<file path="config.mk">
export PLATFORM = sky130hd
export DESIGN_NAME = prbs_gen
export DESIGN_NICKNAME = d
export VERILOG_FILES = /design/src/rtl/prbs_pkg.sv /design/src/rtl/prbs_rst_sync.sv /design/src/rtl/prbs_zero_detect.sv /design/src/rtl/prbs_unroll.sv /design/src/rtl/prbs_core.sv /design/src/rtl/prbs_gen.sv
export SDC_FILE = /design/constraint.sdc
export NUM_CORES = 1
export LEC_CHECK = 0
export ABC_CLOCK_PERIOD_IN_PS = 1600
export BUFFER_PORTS_ARGS = -buffer_cell sky130_fd_sc_hd__buf_2
export CAP_MARGIN = 10
export CORE_MARGIN = 1.5
export CORE_UTILIZATION = 56
export CTS_BUF_LIST = sky130_fd_sc_hd__clkbuf_16
export DETAILED_ROUTE_END_ITERATION = 10
export PLACE_DENSITY = 0.8
export SETUP_SLACK_MARGIN = 0.5
export SLEW_MARGIN = 20
export SYNTH_ARGS = -nofsm -noshare
export SYNTH_HDL_FRONTEND = slang
export SYNTH_SLANG_ARGS = --single-unit
</file>
<file path="constraint.sdc">
create_clock -name clk_i -period 1.6 [get_ports clk_i]
set_clock_uncertainty 0.2 [all_clocks]
set_input_delay 0.16 -clock clk_i [delete_from_list [all_inputs] [get_ports clk_i]]
set_output_delay 0.16 -clock clk_i [all_outputs]
set_load 0.05 [all_outputs]
</file>
<file path="src/rtl/prbs_pkg.sv">
package prbs_pkg;
  // Default pattern: 2^23 - 1, feedback from stages 23 and 18
  localparam int unsigned DEF_ORDER = 23;
  localparam int unsigned DEF_TAP   = 18;
  localparam int unsigned DEF_WIDTH = 16;
  localparam int unsigned MAX_WIDTH = 64;
  // Depth of the reset release synchroniser
  localparam int unsigned SYNC_DEPTH = 2;
endpackage

</file>
<file path="src/rtl/prbs_rst_sync.sv">
module prbs_rst_sync #(
  parameter int unsigned DEPTH = prbs_pkg::SYNC_DEPTH
) (
  input  logic clk_i,
  input  logic rst_n_i,
  output logic rst_sync_n_o
);
  logic [DEPTH-1:0] chain_q;
  logic [DEPTH-1:0] chain_d;

  always_comb begin
    chain_d = {chain_q[DEPTH-2:0], 1'b1};
  end

  always_ff @(posedge clk_i or negedge rst_n_i) begin
    if (!rst_n_i) chain_q <= '0;
    else          chain_q <= chain_d;
  end

  assign rst_sync_n_o = chain_q[DEPTH-1];
endmodule

</file>
<file path="src/rtl/prbs_zero_detect.sv">
module prbs_zero_detect #(
  parameter int unsigned ORDER = prbs_pkg::DEF_ORDER
) (
  input  logic [ORDER-1:0] state_i,
  output logic             stuck_o,
  output logic [ORDER-1:0] start_o
);
  // An all-zero register means the output would run past ORDER zeros.
  localparam logic [ORDER-1:0] KICK = {{(ORDER-1){1'b0}}, 1'b1};

  always_comb begin
    stuck_o = ~|state_i;
    start_o = stuck_o ? KICK : state_i;
  end
endmodule

</file>
<file path="src/rtl/prbs_unroll.sv">
module prbs_unroll #(
  parameter int unsigned ORDER = prbs_pkg::DEF_ORDER,
  parameter int unsigned TAP   = prbs_pkg::DEF_TAP,
  parameter int unsigned W     = prbs_pkg::DEF_WIDTH
) (
  input  logic [ORDER-1:0] state_i,
  output logic [ORDER-1:0] state_o,
  output logic [W-1:0]     word_o
);
  localparam int unsigned HI = ORDER - 1;
  localparam int unsigned TI = TAP - 1;

  logic [ORDER-1:0] stage [0:W];
  logic [W-1:0]     fb;

  assign stage[0] = state_i;

  genvar g;
  generate
    for (g = 0; g < W; g++) begin : g_step
      assign fb[g] = stage[g][HI] ^ stage[g][TI];
      if (ORDER > 1) begin : g_shift
        assign stage[g+1] = {stage[g][ORDER-2:0], fb[g]};
      end else begin : g_single
        assign stage[g+1] = fb[g];
      end
      // earliest bit lands in the MSB
      assign word_o[W-1-g] = fb[g];
    end
  endgenerate

  assign state_o = stage[W];
endmodule

</file>
<file path="src/rtl/prbs_core.sv">
module prbs_core #(
  parameter int unsigned     ORDER = prbs_pkg::DEF_ORDER,
  parameter int unsigned     TAP   = prbs_pkg::DEF_TAP,
  parameter int unsigned     W     = prbs_pkg::DEF_WIDTH,
  parameter logic [ORDER-1:0] SEED = {ORDER{1'b1}}
) (
  input  logic             clk_i,
  input  logic             rst_n_i,
  input  logic             en_i,
  output logic [ORDER-1:0] state_o,
  output logic [W-1:0]     data_o,
  output logic             valid_o
);
  logic [ORDER-1:0] state_q, state_d;
  logic [W-1:0]     data_q, data_d;
  logic             valid_q, valid_d;
  logic             stuck;
  logic [ORDER-1:0] start;
  logic [ORDER-1:0] adv_state;
  logic [W-1:0]     adv_word;

  prbs_zero_detect #(.ORDER(ORDER)) zdet_i (
    .state_i (state_q),
    .stuck_o (stuck),
    .start_o (start)
  );

  prbs_unroll #(.ORDER(ORDER), .TAP(TAP), .W(W)) unroll_i (
    .state_i (start),
    .state_o (adv_state),
    .word_o  (adv_word)
  );

  // next-state process; the stuck flag only steers the start value
  always_comb begin
    state_d = state_q;
    data_d  = data_q;
    valid_d = 1'b0;
    if (en_i) begin
      state_d = adv_state;
      data_d  = adv_word;
      valid_d = 1'b1;
    end
  end

  always_ff @(posedge clk_i or negedge rst_n_i) begin
    if (!rst_n_i) begin
      state_q <= SEED;
      data_q  <= '0;
      valid_q <= 1'b0;
    end else begin
      state_q <= state_d;
      data_q  <= data_d;
      valid_q <= valid_d;
    end
  end

  assign state_o = state_q;
  assign data_o  = data_q;
  assign valid_o = valid_q;

  logic unused_stuck;
  assign unused_stuck = stuck;
endmodule

</file>
<file path="src/rtl/prbs_gen.sv">
module prbs_gen #(
  parameter int unsigned      W     = prbs_pkg::DEF_WIDTH,
  parameter int unsigned      ORDER = prbs_pkg::DEF_ORDER,
  parameter int unsigned      TAP   = prbs_pkg::DEF_TAP,
  parameter logic [ORDER-1:0] SEED  = {ORDER{1'b1}}
) (
  input  logic         clk_i,
  input  logic         rst_n_i,
  input  logic         en_i,
  output logic [W-1:0] data_o,
  output logic         valid_o
);
  logic             rst_sync_n;
  logic [ORDER-1:0] state_q;

  prbs_rst_sync #(.DEPTH(prbs_pkg::SYNC_DEPTH)) rsync_i (
    .clk_i        (clk_i),
    .rst_n_i      (rst_n_i),
    .rst_sync_n_o (rst_sync_n)
  );

  prbs_core #(.ORDER(ORDER), .TAP(TAP), .W(W), .SEED(SEED)) core_i (
    .clk_i   (clk_i),
    .rst_n_i (rst_sync_n),
    .en_i    (en_i),
    .state_o (state_q),
    .data_o  (data_o),
    .valid_o (valid_o)
  );
endmodule

</file>
=== Word level (Yosys, flattened, before mapping) ===
Cells that the tools add are included.

* Multiplexer cells: 2
* Bitwise operators: 16
* Reduce and logical (&&, ||, !) cells: 1

{| class="wikitable"
|+ Operators with widths
! cell !! number
|-
| $mux W23 || 1
|-
| $reduce_or A23 Y1 || 1
|-
| $xor A1 B1 Y1 || 16
|-
| $mux W1 || 1
|}

* Register bits after elaboration: 42
* Bits of input ports: 3
* Output and inout port bits: 17
* Word-level logic and storage cells: 23

=== Logic depth before layout (Yosys ltp) ===
* Depth in word-level cells: 3
* Mapped depth: 4
* Depth with buffers taken out: 3

=== Cells and area by module ===
A second synthesis with hierarchy kept.

* Cells, all modules: 157
* Area total of the unflattened synthesis: 2062.0 µm²

{| class="wikitable"
|+ Modules (own cells, without submodules)
! module !! times used !! cells an instance !! area each (µm²) !! sequential area each (µm²)
|-
| prbs_core || 1 || 83 || 1547.7 || 1029.7
|-
| prbs_unroll || 1 || 39 || 312.8 || 0.0
|-
| prbs_zero_detect || 1 || 32 || 147.6 || 0.0
|-
| prbs_rst_sync || 1 || 3 || 53.8 || 50.0
|}

=== Least setup slack after synthesis ===
Ideal clock, no wire load.

* Path type: register -> register
* From: register core_i.state_q[7] (netlist: core_i.state_o[7])
* To: register core_i.data_q[0] (netlist: core_i.data_o[0])
* Library setup time: 0.119 ns
* Arrival: 0.833 ns
* Data required time: 1.281 ns
* Slack: 0.448 ns
* Stages on the path, launching flop included: 4
* Path buffers: 0
* Clock period less this slack: 1.152 ns
* Path through: dfstp_2 > xnor2_1 > nand2_1 > o21a_1

* Cells in the longest elaborated chain, start to end: 3

{| class="wikitable"
|+ RTL lines
! element !! line !! text
|-
| from (decl) || prbs_core.sv:14 || <nowiki>logic [ORDER-1:0] state_q, state_d;</nowiki>
|-
| from (signal assigned) || prbs_core.sv:52 || <nowiki>state_q <= state_d;</nowiki>
|-
| $reduce_or A23 Y1 || prbs_zero_detect.sv:12 || <nowiki>stuck_o = ~|state_i;</nowiki>
|-
| $mux W23 * || prbs_zero_detect.sv:13 || <nowiki>start_o = stuck_o ? KICK : state_i;</nowiki>
|-
| $xor A1 B1 Y1 * || prbs_unroll.sv:21 || <nowiki>assign fb[g] = stage[g][HI] ^ stage[g][TI];</nowiki>
|-
| to (signal assigned) || prbs_core.sv:53 || <nowiki>data_q <= data_d;</nowiki>
|-
| to (decl) || prbs_core.sv:15 || <nowiki>logic [W-1:0] data_q, data_d;</nowiki>
|}

Mark *: on every way between the ends. The rest lies on a longest branch, timed or not.
A chain may end at the register's enable or synchronous reset.

=== Worst setup path after layout ===
* From: register core_i.state_q[10] (netlist: core_i.state_o[10])
* To: register core_i.state_q[16] (netlist: core_i.state_o[16])

* Cells in the longest elaborated chain, start to end: 2

{| class="wikitable"
|+ RTL lines
! element !! line
|-
| $reduce_or A23 Y1 || prbs_zero_detect.sv:12
|-
| $mux W23 || prbs_zero_detect.sv:13
|}

Every way passes these cells.

==> metrics list <==
* Global routing usage summed across all routing layers: 22.44%
- STA classifies the critical path endpoint as a flop.
* Upper clock frequency limit: approximately 730 MHz
* Top fanout value on the critical path: 4
- YS warnings: 0
- The wire-length estimate of the detail-placed layout is between 1.5 and 2 mm.
- The floorplan has 19 rows.
- Top post-synthesis cells by count: o21a_1, dfstp_2, dfrtp_1
- Total inserted antenna cells: 0
* Deepest clock path buffer count: 2
- Result of the run: complete, but fails checks
- During I/O placement, the number of pins put on the boundary was 20.
* Floorplan die height: around 58 um
- Sequential fraction of the synthesis area: 63.69%
- The net count of the finished layout is approximately 170.
- Root Buffer: clkbuf_16
- Die X: slightly below 60 um
- For the worst flop-to-flop path, the logic depth is 3.
- Async set-or-reset flop fraction in the synthesized netlist: 100.0%
- Once placement finished, the instance area stood at 1853 um^2.
- Count of final max-slew check failures: 0
- Setup violations remaining at the end of the flow were counted as 0.
* Core region area: roughly 2800 um^2
- Entering global routing, the biggest net connects 24 pins.
* Area of the mapped netlist: about 1700 um^2
- The finished cells cover 2351 um^2.
- After synthesis, the largest area contributor takes up between 30 and 40% of total cell area.
- Starting density of the core: 60.44%
* Total via count in the routed design: between 1000 and 1500
- The first routing iteration left 52 violations.
* WP data required: 1.61 ns
- Setup repair after global routing could not meet its margin everywhere.
- Clock-pin slew was measured on the worst setup and hold paths at around 0.060 ns.
- Most common cell in the netlist: o21a_1
* Syn Area/Cell: 13.14 um^2
- The critical path ends at core_i.state_o[16].
- Count of input and output buffers: 19
- Violations in the final reports: negative hold slack
- Final Hold Violating Endpoints: 3
* Count of state elements after synthesis: 42
- Summed over all instances, the cell type with the most area after synthesis is dfstp_2.
* Net Count, Synth: roughly 130
- Final critical delay including setup and external delays: roughly 1.4 ns
- The synthesized design contains 0 enable-type register cells.
- Die Outline Area: 3366 um^2
* Cell variety after synth: 14
- Setup slack on the worst flop-to-flop path: approximately 0.22 ns
- The post-route netlist has 50.29% of its cells at a drive strength greater than 1.
- Average wire length per cell after detail routing: around 19 um
* Clock latency of the later-clocked register in the worst-skew pair: 0.28 ns
- Clock tree synthesis found a total of 42 sinks.
* Worst hold margin: -0.01590 ns
* Vias in the first global route: about 1200
- Via density per instance: between 5 and 6
- Top area cells in the synthesized netlist: dfstp_2, dfrtp_1, o21a_1, xnor2_1, mux2_2
- By startpoint and endpoint, the worst setup path is classified as flop to flop.
* TritonCTS Buffers: 5
* Reg-to-reg critical path endpoint: core_i.state_o[16]
* Total number of H-tree levels: 2
- Worst endpoint data arrival time: roughly 1.4 ns
- Type of the most critical hold path: input port to asynchronous set/reset pin
- In the finished design, the share of the clock period the worst path needs comes to a little under nine tenths.
* Antenna Nets Post-Route: 0
- The congestion estimate from routability-driven global placement came to around 0.87.
- Before antenna repair, the detailed router went through 6 iterations.
- Max-Cap Viols: 0
- DRT Wirelength: around 3.8 mm
- Aggregate negative setup slack: 0 ns
- The worst register-to-register path begins at core_i.state_o[10].
- Final global-route overflow total: 0
- Count of unresolved DRC violations after routing: 0
* P&R area growth vs syn: 38.67%
- Counting the fill cells in the layout gives 142.
* Most frequently used flop master after synthesis: dfstp_2
- Synth Instances: 129
- The first global-routing pass estimated between 5 and 6 mm of wire.
* Antenna violations before repair: 0
* Worst setup SP type: flop
- TritonCTS built the clock tree.
- In this run the worst setup path begins at core_i.state_o[10].
[per-layer routing]
layer	wire length [um]	GRT usage, %
met1	1587	27.41
met2	1929	37.34
met3	167	7.366
met4	79	8.306
met5	0	0
[cell usage in the layout (no fill, tap or decap), types with 2 or more instances in the layout]
cell type       n
o21a_1         32
dfrtp_1        18
buf_4          16
dfstp_2        23
xnor2_1         7
buf_12          2
dlygate4sd3_1   2
nor4_1          3
xnor2_2         9
clkbuf_16       5
mux2_2          5
nand2_1        17
buf_2           2
buf_6          18
[layout make-up]
class,instances,area (um^2),share of cell area [%]
Sequential cell,42,1081,45.98
Multi-Input combinational cell,81,675.6,28.74
Timing Repair Buffer,40,392.9,16.71
Clock buffer,5,125.1,5.322
Tap cell,31,38.79,1.650
Clock inverter,3,37.54,1.597
[worst min-delay path by stage]
stage                             startpoint                 end  slack (ns)
after floorplan                      rst_n_i  rsync_i.chain_q[0]       -0.34
after global placement               rst_n_i  rsync_i.chain_q[0]       -0.26
after detailed placement             rst_n_i  rsync_i.chain_q[0]       -0.25
after CTS                 rsync_i.chain_q[1]   core_i.data_o[14]        0.01
after global routing                 rst_n_i  rsync_i.chain_q[0]       0.009
final                                rst_n_i  rsync_i.chain_q[0]       -0.02
[sequential cells by signal (all words and copies together), names as in the netlist]
register and count:
core_i.state_o 23, core_i.valid_o 1, rsync_i.chain_q 2, core_i.data_o 16
[critical path, cell delays in order (launching register included)]
cell and delay, ns:
dfstp_2 0.41, nor4_1 0.33, nand4_1 0.19, o21ai_1 0.17
[per-stage QoR]
| stage | instances | setup WS (ns) | utilization, % |
|---|---|---|---|
| 3_5_place_dp | 177 | 0.3062 | 66.06 |
| 6_report | 202 | 0.2241 | 83.81 |
| 4_1_cts | 198 | 0.3203 | 81.18 |
| 3_3_place_gp | 177 | 0.3365 | 66.06 |
| 5_1_grt | 202 | 0.1223 | 83.81 |
| 2_1_floorplan | 129 | 0.4484 | - |
[logic make-up after synthesis]
kind of cell,count (synthesis),synth area share [%]
xor+xnor,16,8.265
simple gates,24,6.863
other cells,1,0.2212
buf+inv,6,1.919
mux,7,4.575
flops,42,63.69
compound gates,33,14.46
[what timing repair did]
item | CTS | global route
buffers inserted | 10 | 5
pin swaps | 16 | 9
setup endpoints to repair | 50 | 52
hold endpoints to repair | 3 | 0
gates resized for setup | 41 | 7
hold buffers | 3 | 0
Power is not shown: default switching activity piles up to over one toggle a cycle in this logic, so the estimate is an artifact.
